==> src/rtl/slice_mon_pkg.sv <==
package slice_mon_pkg;

  typedef enum logic [2:0] {
    ST_IDLE,
    ST_HDR,
    ST_CNT,
    ST_RAMREQ,
    ST_RAMOUT
  } seqState_t;

  typedef enum logic [1:0] {
    SEL_HDR,
    SEL_CNT,
    SEL_RAM
  } outSel_t;

  // strobes from the sequencer to the datapath
  typedef struct packed {
    logic    snap;
    outSel_t sel;
  } dpCtrl_t;

endpackage

==> src/rtl/slice_mon_datapath.sv <==
module slice_mon_datapath
  import slice_mon_pkg::*;
#(
  parameter int NUM_CH = 31,
  parameter int CNT_W  = 16,
  parameter int WORD_W = 32,
  parameter int SEQ_W  = 16,
  parameter int IDX_W  = 6
) (
  input  logic              clk,
  input  logic              rst_n,
  input  logic [NUM_CH-1:0] hitStb,
  input  dpCtrl_t           ctrl,
  input  logic [IDX_W-1:0]  idx,
  input  logic [WORD_W-1:0] ramRdData,
  output logic [WORD_W-1:0] outData
);

  localparam logic [CNT_W-1:0] CNT_MAX = {CNT_W{1'b1}};

  logic [CNT_W-1:0] liveCnt [NUM_CH];
  logic [CNT_W-1:0] snapCnt [NUM_CH];
  logic [SEQ_W-1:0] seqCnt;
  logic [SEQ_W-1:0] snapSeq;
  logic [CNT_W-1:0] cntSel;

  generate
    for (genvar ch = 0; ch < NUM_CH; ch++) begin : g_chan
      always_ff @(posedge clk) begin
        if (!rst_n) begin
          liveCnt[ch] <= '0;
          snapCnt[ch] <= '0;
        end else if (ctrl.snap) begin
          snapCnt[ch] <= liveCnt[ch];
          liveCnt[ch] <= hitStb[ch] ? CNT_W'(1) : '0;
        end else if (hitStb[ch] && liveCnt[ch] != CNT_MAX) begin
          liveCnt[ch] <= liveCnt[ch] + CNT_W'(1);
        end
      end

      AST_SNAP_RESTART: assert property (@(posedge clk) disable iff (!rst_n)
        ctrl.snap |=> (liveCnt[ch] == (($past(hitStb[ch])) ? CNT_W'(1) : '0))
                      && snapCnt[ch] == $past(liveCnt[ch]));

      AST_SATURATE: assert property (@(posedge clk) disable iff (!rst_n)
        (liveCnt[ch] == CNT_MAX && !ctrl.snap) |=> liveCnt[ch] == CNT_MAX);
    end
  endgenerate

  always_ff @(posedge clk) begin
    if (!rst_n) begin
      seqCnt  <= '0;
      snapSeq <= '0;
    end else if (ctrl.snap) begin
      snapSeq <= seqCnt;
      seqCnt  <= seqCnt + SEQ_W'(1);
    end
  end

  always_comb begin
    cntSel = '0;
    for (int ch = 0; ch < NUM_CH; ch++) begin
      if (idx == IDX_W'(ch)) cntSel = snapCnt[ch];
    end
  end

  always_comb begin
    case (ctrl.sel)
      SEL_HDR: outData = WORD_W'(snapSeq);
      SEL_CNT: outData = WORD_W'(cntSel);
      default: outData = ramRdData;
    endcase
  end

endmodule

==> src/rtl/slice_mon_ctrl.sv <==
module slice_mon_ctrl
  import slice_mon_pkg::*;
#(
  parameter int NUM_CH    = 31,
  parameter int RAM_WORDS = 16,
  parameter int IDX_W     = 6,
  parameter int RAM_AW    = 4
) (
  input  logic              clk,
  input  logic              rst_n,
  input  logic              slicePulse,
  input  logic              irqClr,
  input  logic              outReady,
  output dpCtrl_t           ctrl,
  output logic [IDX_W-1:0]  idx,
  output logic              outValid,
  output logic              outLast,
  output logic              ramRdEn,
  output logic [RAM_AW-1:0] ramAddr,
  output logic              irq,
  output logic              busy,
  output logic              overrun
);

  localparam logic [IDX_W-1:0] LAST_CH  = IDX_W'(NUM_CH - 1);
  localparam logic [IDX_W-1:0] LAST_RAM = IDX_W'(RAM_WORDS - 1);

  seqState_t state;
  logic      pending;
  logic      startNow;

  assign startNow = (state == ST_IDLE) && (slicePulse || pending);
  assign busy     = (state != ST_IDLE) || pending;
  assign outValid = (state == ST_HDR) || (state == ST_CNT) || (state == ST_RAMOUT);
  assign outLast  = (state == ST_RAMOUT) && (idx == LAST_RAM);
  assign ramRdEn  = (state == ST_RAMREQ) || (state == ST_RAMOUT);
  assign ramAddr  = idx[RAM_AW-1:0];

  always_comb begin
    ctrl.snap = startNow;
    case (state)
      ST_HDR:  ctrl.sel = SEL_HDR;
      ST_CNT:  ctrl.sel = SEL_CNT;
      default: ctrl.sel = SEL_RAM;
    endcase
  end

  always_ff @(posedge clk) begin
    if (!rst_n) begin
      state <= ST_IDLE;
      idx   <= '0;
    end else begin
      case (state)
        ST_IDLE: begin
          idx <= '0;
          if (startNow) state <= ST_HDR;
        end
        ST_HDR: if (outReady) state <= ST_CNT;
        ST_CNT: if (outReady) begin
          if (idx == LAST_CH) begin
            state <= ST_RAMREQ;
            idx   <= '0;
          end else begin
            idx <= idx + IDX_W'(1);
          end
        end
        ST_RAMREQ: state <= ST_RAMOUT;
        ST_RAMOUT: if (outReady) begin
          if (idx == LAST_RAM) begin
            state <= ST_IDLE;
            idx   <= '0;
          end else begin
            state <= ST_RAMREQ;
            idx   <= idx + IDX_W'(1);
          end
        end
        default: state <= ST_IDLE;
      endcase
    end
  end

  always_ff @(posedge clk) begin
    if (!rst_n) begin
      pending <= 1'b0;
      overrun <= 1'b0;
      irq     <= 1'b0;
    end else begin
      if (startNow)                             pending <= 1'b0;
      else if (slicePulse && state != ST_IDLE)  pending <= 1'b1;
      if (slicePulse && busy) overrun <= 1'b1;
      if (slicePulse)         irq <= 1'b1;
      else if (irqClr)        irq <= 1'b0;
    end
  end

  AST_IRQ_ON_PULSE: assert property (@(posedge clk) disable iff (!rst_n)
    slicePulse |=> irq);
  AST_IRQ_CLEAR: assert property (@(posedge clk) disable iff (!rst_n)
    (irqClr && !slicePulse) |=> !irq);
  AST_BUSY_ON_PULSE: assert property (@(posedge clk) disable iff (!rst_n)
    slicePulse |=> busy);
  AST_OVERRUN_SET: assert property (@(posedge clk) disable iff (!rst_n)
    (slicePulse && busy) |=> overrun);
  AST_OVERRUN_STICKY: assert property (@(posedge clk) disable iff (!rst_n)
    overrun |=> overrun);
  AST_LAST_WITH_VALID: assert property (@(posedge clk) disable iff (!rst_n)
    outLast |-> outValid);
  AST_RAM_LATENCY: assert property (@(posedge clk) disable iff (!rst_n)
    (state == ST_RAMOUT && !$past(state == ST_RAMOUT)) |-> $past(ramRdEn) && $stable(ramAddr));

endmodule

==> src/rtl/slice_monitor.sv <==
module slice_monitor
  import slice_mon_pkg::*;
#(
  parameter int NUM_CH    = 31,
  parameter int CNT_W     = 16,
  parameter int WORD_W    = 32,
  parameter int SEQ_W     = 16,
  parameter int RAM_WORDS = 16,
  localparam int MAX_N    = (NUM_CH > RAM_WORDS) ? NUM_CH : RAM_WORDS,
  localparam int IDX_W    = $clog2(MAX_N + 1),
  localparam int RAM_AW   = (RAM_WORDS > 1) ? $clog2(RAM_WORDS) : 1
) (
  input  logic              clk,
  input  logic              rst_n,
  input  logic [NUM_CH-1:0] hitStb,
  input  logic              slicePulse,
  input  logic              irqClr,
  output logic              ramRdEn,
  output logic [RAM_AW-1:0] ramAddr,
  input  logic [WORD_W-1:0] ramRdData,
  output logic [WORD_W-1:0] outData,
  output logic              outValid,
  output logic              outLast,
  input  logic              outReady,
  output logic              irq,
  output logic              busy,
  output logic              overrun
);

  dpCtrl_t          ctrl;
  logic [IDX_W-1:0] idx;

  slice_mon_ctrl #(
    .NUM_CH(NUM_CH), .RAM_WORDS(RAM_WORDS), .IDX_W(IDX_W), .RAM_AW(RAM_AW)
  ) ctrl_i (
    .clk(clk), .rst_n(rst_n), .slicePulse(slicePulse), .irqClr(irqClr),
    .outReady(outReady), .ctrl(ctrl), .idx(idx), .outValid(outValid),
    .outLast(outLast), .ramRdEn(ramRdEn), .ramAddr(ramAddr), .irq(irq),
    .busy(busy), .overrun(overrun)
  );

  slice_mon_datapath #(
    .NUM_CH(NUM_CH), .CNT_W(CNT_W), .WORD_W(WORD_W), .SEQ_W(SEQ_W), .IDX_W(IDX_W)
  ) dp_i (
    .clk(clk), .rst_n(rst_n), .hitStb(hitStb), .ctrl(ctrl), .idx(idx),
    .ramRdData(ramRdData), .outData(outData)
  );

  AST_HOLD_STALLED: assert property (@(posedge clk) disable iff (!rst_n)
    (outValid && !outReady) |=> outValid && $stable(outData) && $stable(outLast));

endmodule

==> config.mk <==
export PLATFORM = sky130hd
export DESIGN_NAME = slice_monitor
export DESIGN_NICKNAME = d
export VERILOG_FILES = /design/src/rtl/slice_mon_pkg.sv /design/src/rtl/slice_mon_datapath.sv /design/src/rtl/slice_mon_ctrl.sv /design/src/rtl/slice_monitor.sv
export SDC_FILE = /design/constraint.sdc
export NUM_CORES = 2
export LEC_CHECK = 0
export BUFFER_PORTS_ARGS = -buffer_cell sky130_fd_sc_hd__buf_2
export CORE_ASPECT_RATIO = 1.1
export CORE_UTILIZATION = 50
export CTS_BUF_LIST = sky130_fd_sc_hd__clkbuf_16
export DETAILED_ROUTE_END_ITERATION = 8
export GPL_TIMING_DRIVEN = 1
export PLACE_DENSITY = 0.68
export SLEW_MARGIN = 20
export SYNTH_ARGS = -nofsm -noshare
export SYNTH_HDL_FRONTEND = slang
export SYNTH_HIERARCHICAL = 1
export SYNTH_SLANG_ARGS = --single-unit
==> constraint.sdc <==
create_clock -name clk -period 20.2 [get_ports clk]
set_input_delay 4.04 -clock clk [delete_from_list [all_inputs] [get_ports clk]]
set_output_delay 4.04 -clock clk [all_outputs]
set_load 0.005 [all_outputs]
==> qor.txt <==
status -> finished, final reports clean
GRT Total Usage -> 0.2634
CTS buffer count -> 111
commonest non-fill, non-tap cell in the layout -> edfxtp_1
capture point of the worst reg-to-reg path -> dp_i/snapCnt[0][44]
clock latency at the later pin of the worst-skew pair -> 0.69 ns
first-pass GRT wire length -> 209.1 mm
Final Cycle Share -> 0.4679
CTS clk-pin slew, worst paths -> 0.06 ns
Starting Density -> 0.5045
Tightest Pin Transition -> 1.143 ns
Die Y -> 339.0 um
initial DRC count -> 3,908
final core area utilization -> 0.5517
post-synthesis mux area share -> 0.01759
skew final -> 0.02689 ns
setup TNS -> 0 ns
synthesized net count -> 4,671
Crit path max-delay family -> compound AO/OA/AOI/OAI gates
Critical Path RT -> 16.16 ns
Horiz. Die Dim -> 308.4 um
commonest cells after routing, fill and taps aside -> edfxtp_1 (992), nor2_1 (637), and3_1 (574)
CTS Sinks -> 1,035
r2r setup slk -> 15.07 ns
Yosys reg bits -> 1,035
crit path DAT -> 5.41 ns
CTS tree -> done
main flop type after synthesis -> edfxtp_1
Synth Area in Simple Gates -> 0.2087
Pins Over Slew Limit -> 0
critical path depth -> 6
core outline area -> 0.1023 sq mm
largest net degree at the start of global routing -> 136
compound-gate portion of the synthesized area -> 0.06167
vias in the first global route -> 34,059
initial antenna violation count -> 2
worst hold path cell count -> 2
reg-to-reg startpoint -> ctrl_i/state[0]
synthesis-to-finish area growth -> 9.362%
pre-CTS setup slack -> 10.87 ns
synthesized area per cell -> 11.31 sq um
DIE AREA -> 0.1046 sq mm
final wirelength -> 139.6 mm
power per cell area -> 94.31 mW/mm^2
Buf/Inv on CP -> 2
drt wl/cell -> 23.24 um
Seq/Total Area, Yosys -> 0.5936
final setup violating endpoints -> 0
Clk Tree Root Cell -> clkbuf_16
EDFF count, synth -> 992
# resized after CTS -> 0
worst rel slew slack -> 0.2260
CP max stage delay -> 0.43 ns
# DRC -> 0
number of distinct library cells after synthesis -> 96
Ports -> 110
DR pass1 iterations -> 6
CP cell instances -> buf_2 > nand2_1 > o21ai_0 > a211oi_1 > nand2_1 > buf_2
XOR/XNOR share of the synthesized area -> 0.07583
Final ANT Viol Nets -> 0
CP Capture Type -> output pin
Fmax -> 0.1058 GHz
combinational family with the most area after synthesis -> simple AND/OR/NAND/NOR gates
unrepaired setup endpoints after global routing -> false
cell area after synthesis -> 0.05163 sq mm
Post-Syn Instances -> 4,567
worst r2r path cells -> 8
Worst path slowest cell -> a211oi_1
placer congestion estimate -> 0.9512
IO buf count -> 109
Final Hold Vio Count -> 0
Worst Hold End -> ctrl_i/overrun
maxcap violations -> 0
Row Count -> 123
vias per cell -> 5.993
setup ws final -> 10.75 ns
Overflow after GRT -> 0
layout cells sized above 1 -> 0.09218
min Tclk post-route -> 9.451 ns
vias -> 36,010
async set-reset flop share out of synthesis -> 0
Hold Crit Class -> reg -> reg
# nets final -> 4,640
# hold bufs at CTS -> 0
Leak -> 0.02160 uW
# Post-CTS Setup Buffers -> 0
Overall Power -> 5325 uW
Synth Warn # -> 6
H-tree lvl count -> 3
Clock Tree Buf Depth -> 3
worst vdd ir -> 0.00006849 V
Max FO, Critical Path -> 1
fraction of the mapped netlist area in adder cells -> 0.008724
critical path type -> in -> out
DP Wirelength -> 94.14 mm
CP startpoint kind -> input pin
min-delay src -> ctrl_i/overrun
-- cell usage after synthesis (13+ instances only) --
cell | count | area (sq um)
a221o_1 | 14 | 140.1
a22o_1 | 13 | 113.9
dfxtp_1 | 43 | 860.8
nor3_1 | 40 | 200.2
nor2_1 | 638 | 2395
nand2_1 | 311 | 1167
ha_1 | 36 | 450.4
nand2b_1 | 13 | 81.33
mux4_2 | 14 | 315.3
nand3_1 | 252 | 1261
edfxtp_1 | 992 | 29790
buf_6 | 16 | 180.2
xnor2_1 | 200 | 1752
nor2b_1 | 36 | 225.2
mux2i_1 | 39 | 390.4
nand4_1 | 89 | 556.8
or2_2 | 32 | 200.2
buf_2 | 68 | 340.3
xor2_1 | 247 | 2163
a32oi_1 | 15 | 131.4
and2_1 | 44 | 275.3
o22ai_1 | 21 | 131.4
a21oi_1 | 91 | 455.4
a211oi_1 | 22 | 165.2
and4_1 | 25 | 219.0
o221ai_1 | 13 | 113.9
inv_1 | 85 | 319.1
clkbuf_1 | 185 | 694.4
mux2_2 | 14 | 157.7
a22oi_1 | 31 | 232.7
and3_1 | 574 | 3591
buf_4 | 24 | 180.2
o21ai_0 | 107 | 535.5
-- cell families (layout without fill, tap and decap cells) --
group / Yosys count / after routing
compound gates: 469 / 469
xor+xnor: 447 / 447
fa+ha+maj: 36 / 36
buf+inv: 384 / 449
flops: 1035 / 1035
mux: 70 / 70
other cells: 0 / 2
simple gates: 2126 / 2126
-- through the flow --
stage / instance area, sq um / std cells / hold slack (ns)
2_1_floorplan: 51630 / 4567 / 0.4739
3_3_place_gp: 52870 / 5797 / 0.4710
3_5_place_dp: 52870 / 5797 / 0.4725
4_1_cts: 56450 / 6006 / 0.4914
5_1_grt: 56460 / 6007 / 0.5475
6_report: 56460 / 6009 / 0.4863
-- state kept, by name (all words and copies together) (netlist names) --
name            count
dp_i/snapSeq       16
dp_i/liveCnt      496
dp_i/snapCnt      496
ctrl_i/overrun      1
ctrl_i/idx          5
ctrl_i/pending      1
ctrl_i/irq          1
ctrl_i/state        3
dp_i/seqCnt        16
-- per-layer routing --
layer | global-route usage | vias to the layer above | wire length [um]
li1 | - | 16578 | -
met1 | 0.3506 | 17701 | 56410
met2 | 0.4241 | 1465 | 66210
met3 | 0.04264 | 264 | 10620
met4 | 0.1181 | 2 | 6400
met5 | 0 | - | 7
-- report_power, final --
part | total [uW] | switching [uW] | internal, uW
Clock | 2000 | 855 | 1150
Sequential | 2810 | 193 | 2620
Combinational | 506 | 345 | 161
-- worst register-to-register path: cells and delay by family (launching register included) --
family | cells | cell delay (ns)
buffers and inverters | 5 | 3.55
flip-flops | 1 | 0.43
AND/OR/NAND/NOR | 3 | 1.01
-- layout make-up --
type,count,area (sq um)
Fill cell,8563,45880
Sequential cell,1035,30660
Multi-Input combinational cell,3148,19270
Clock buffer,116,2903
Tap cell,1375,1720
Timing Repair Buffer,153,885.9
Clock inverter,93,679.4
Inverter,87,336.6
Antenna cell,2,5.005
-- how the worst max path moves through the flow --
stage | start | end
2_1_floorplan | slicePulse | dp_i/liveCnt[0][181]
3_3_place_gp | ramRdData[15] | outData[15]
3_5_place_dp | ramRdData[15] | outData[15]
4_1_cts | ramRdData[15] | outData[15]
5_1_grt | ramRdData[15] | outData[15]
6_report | ramRdData[15] | outData[15]
No activity file was read; power rests on OpenSTA's default activity.
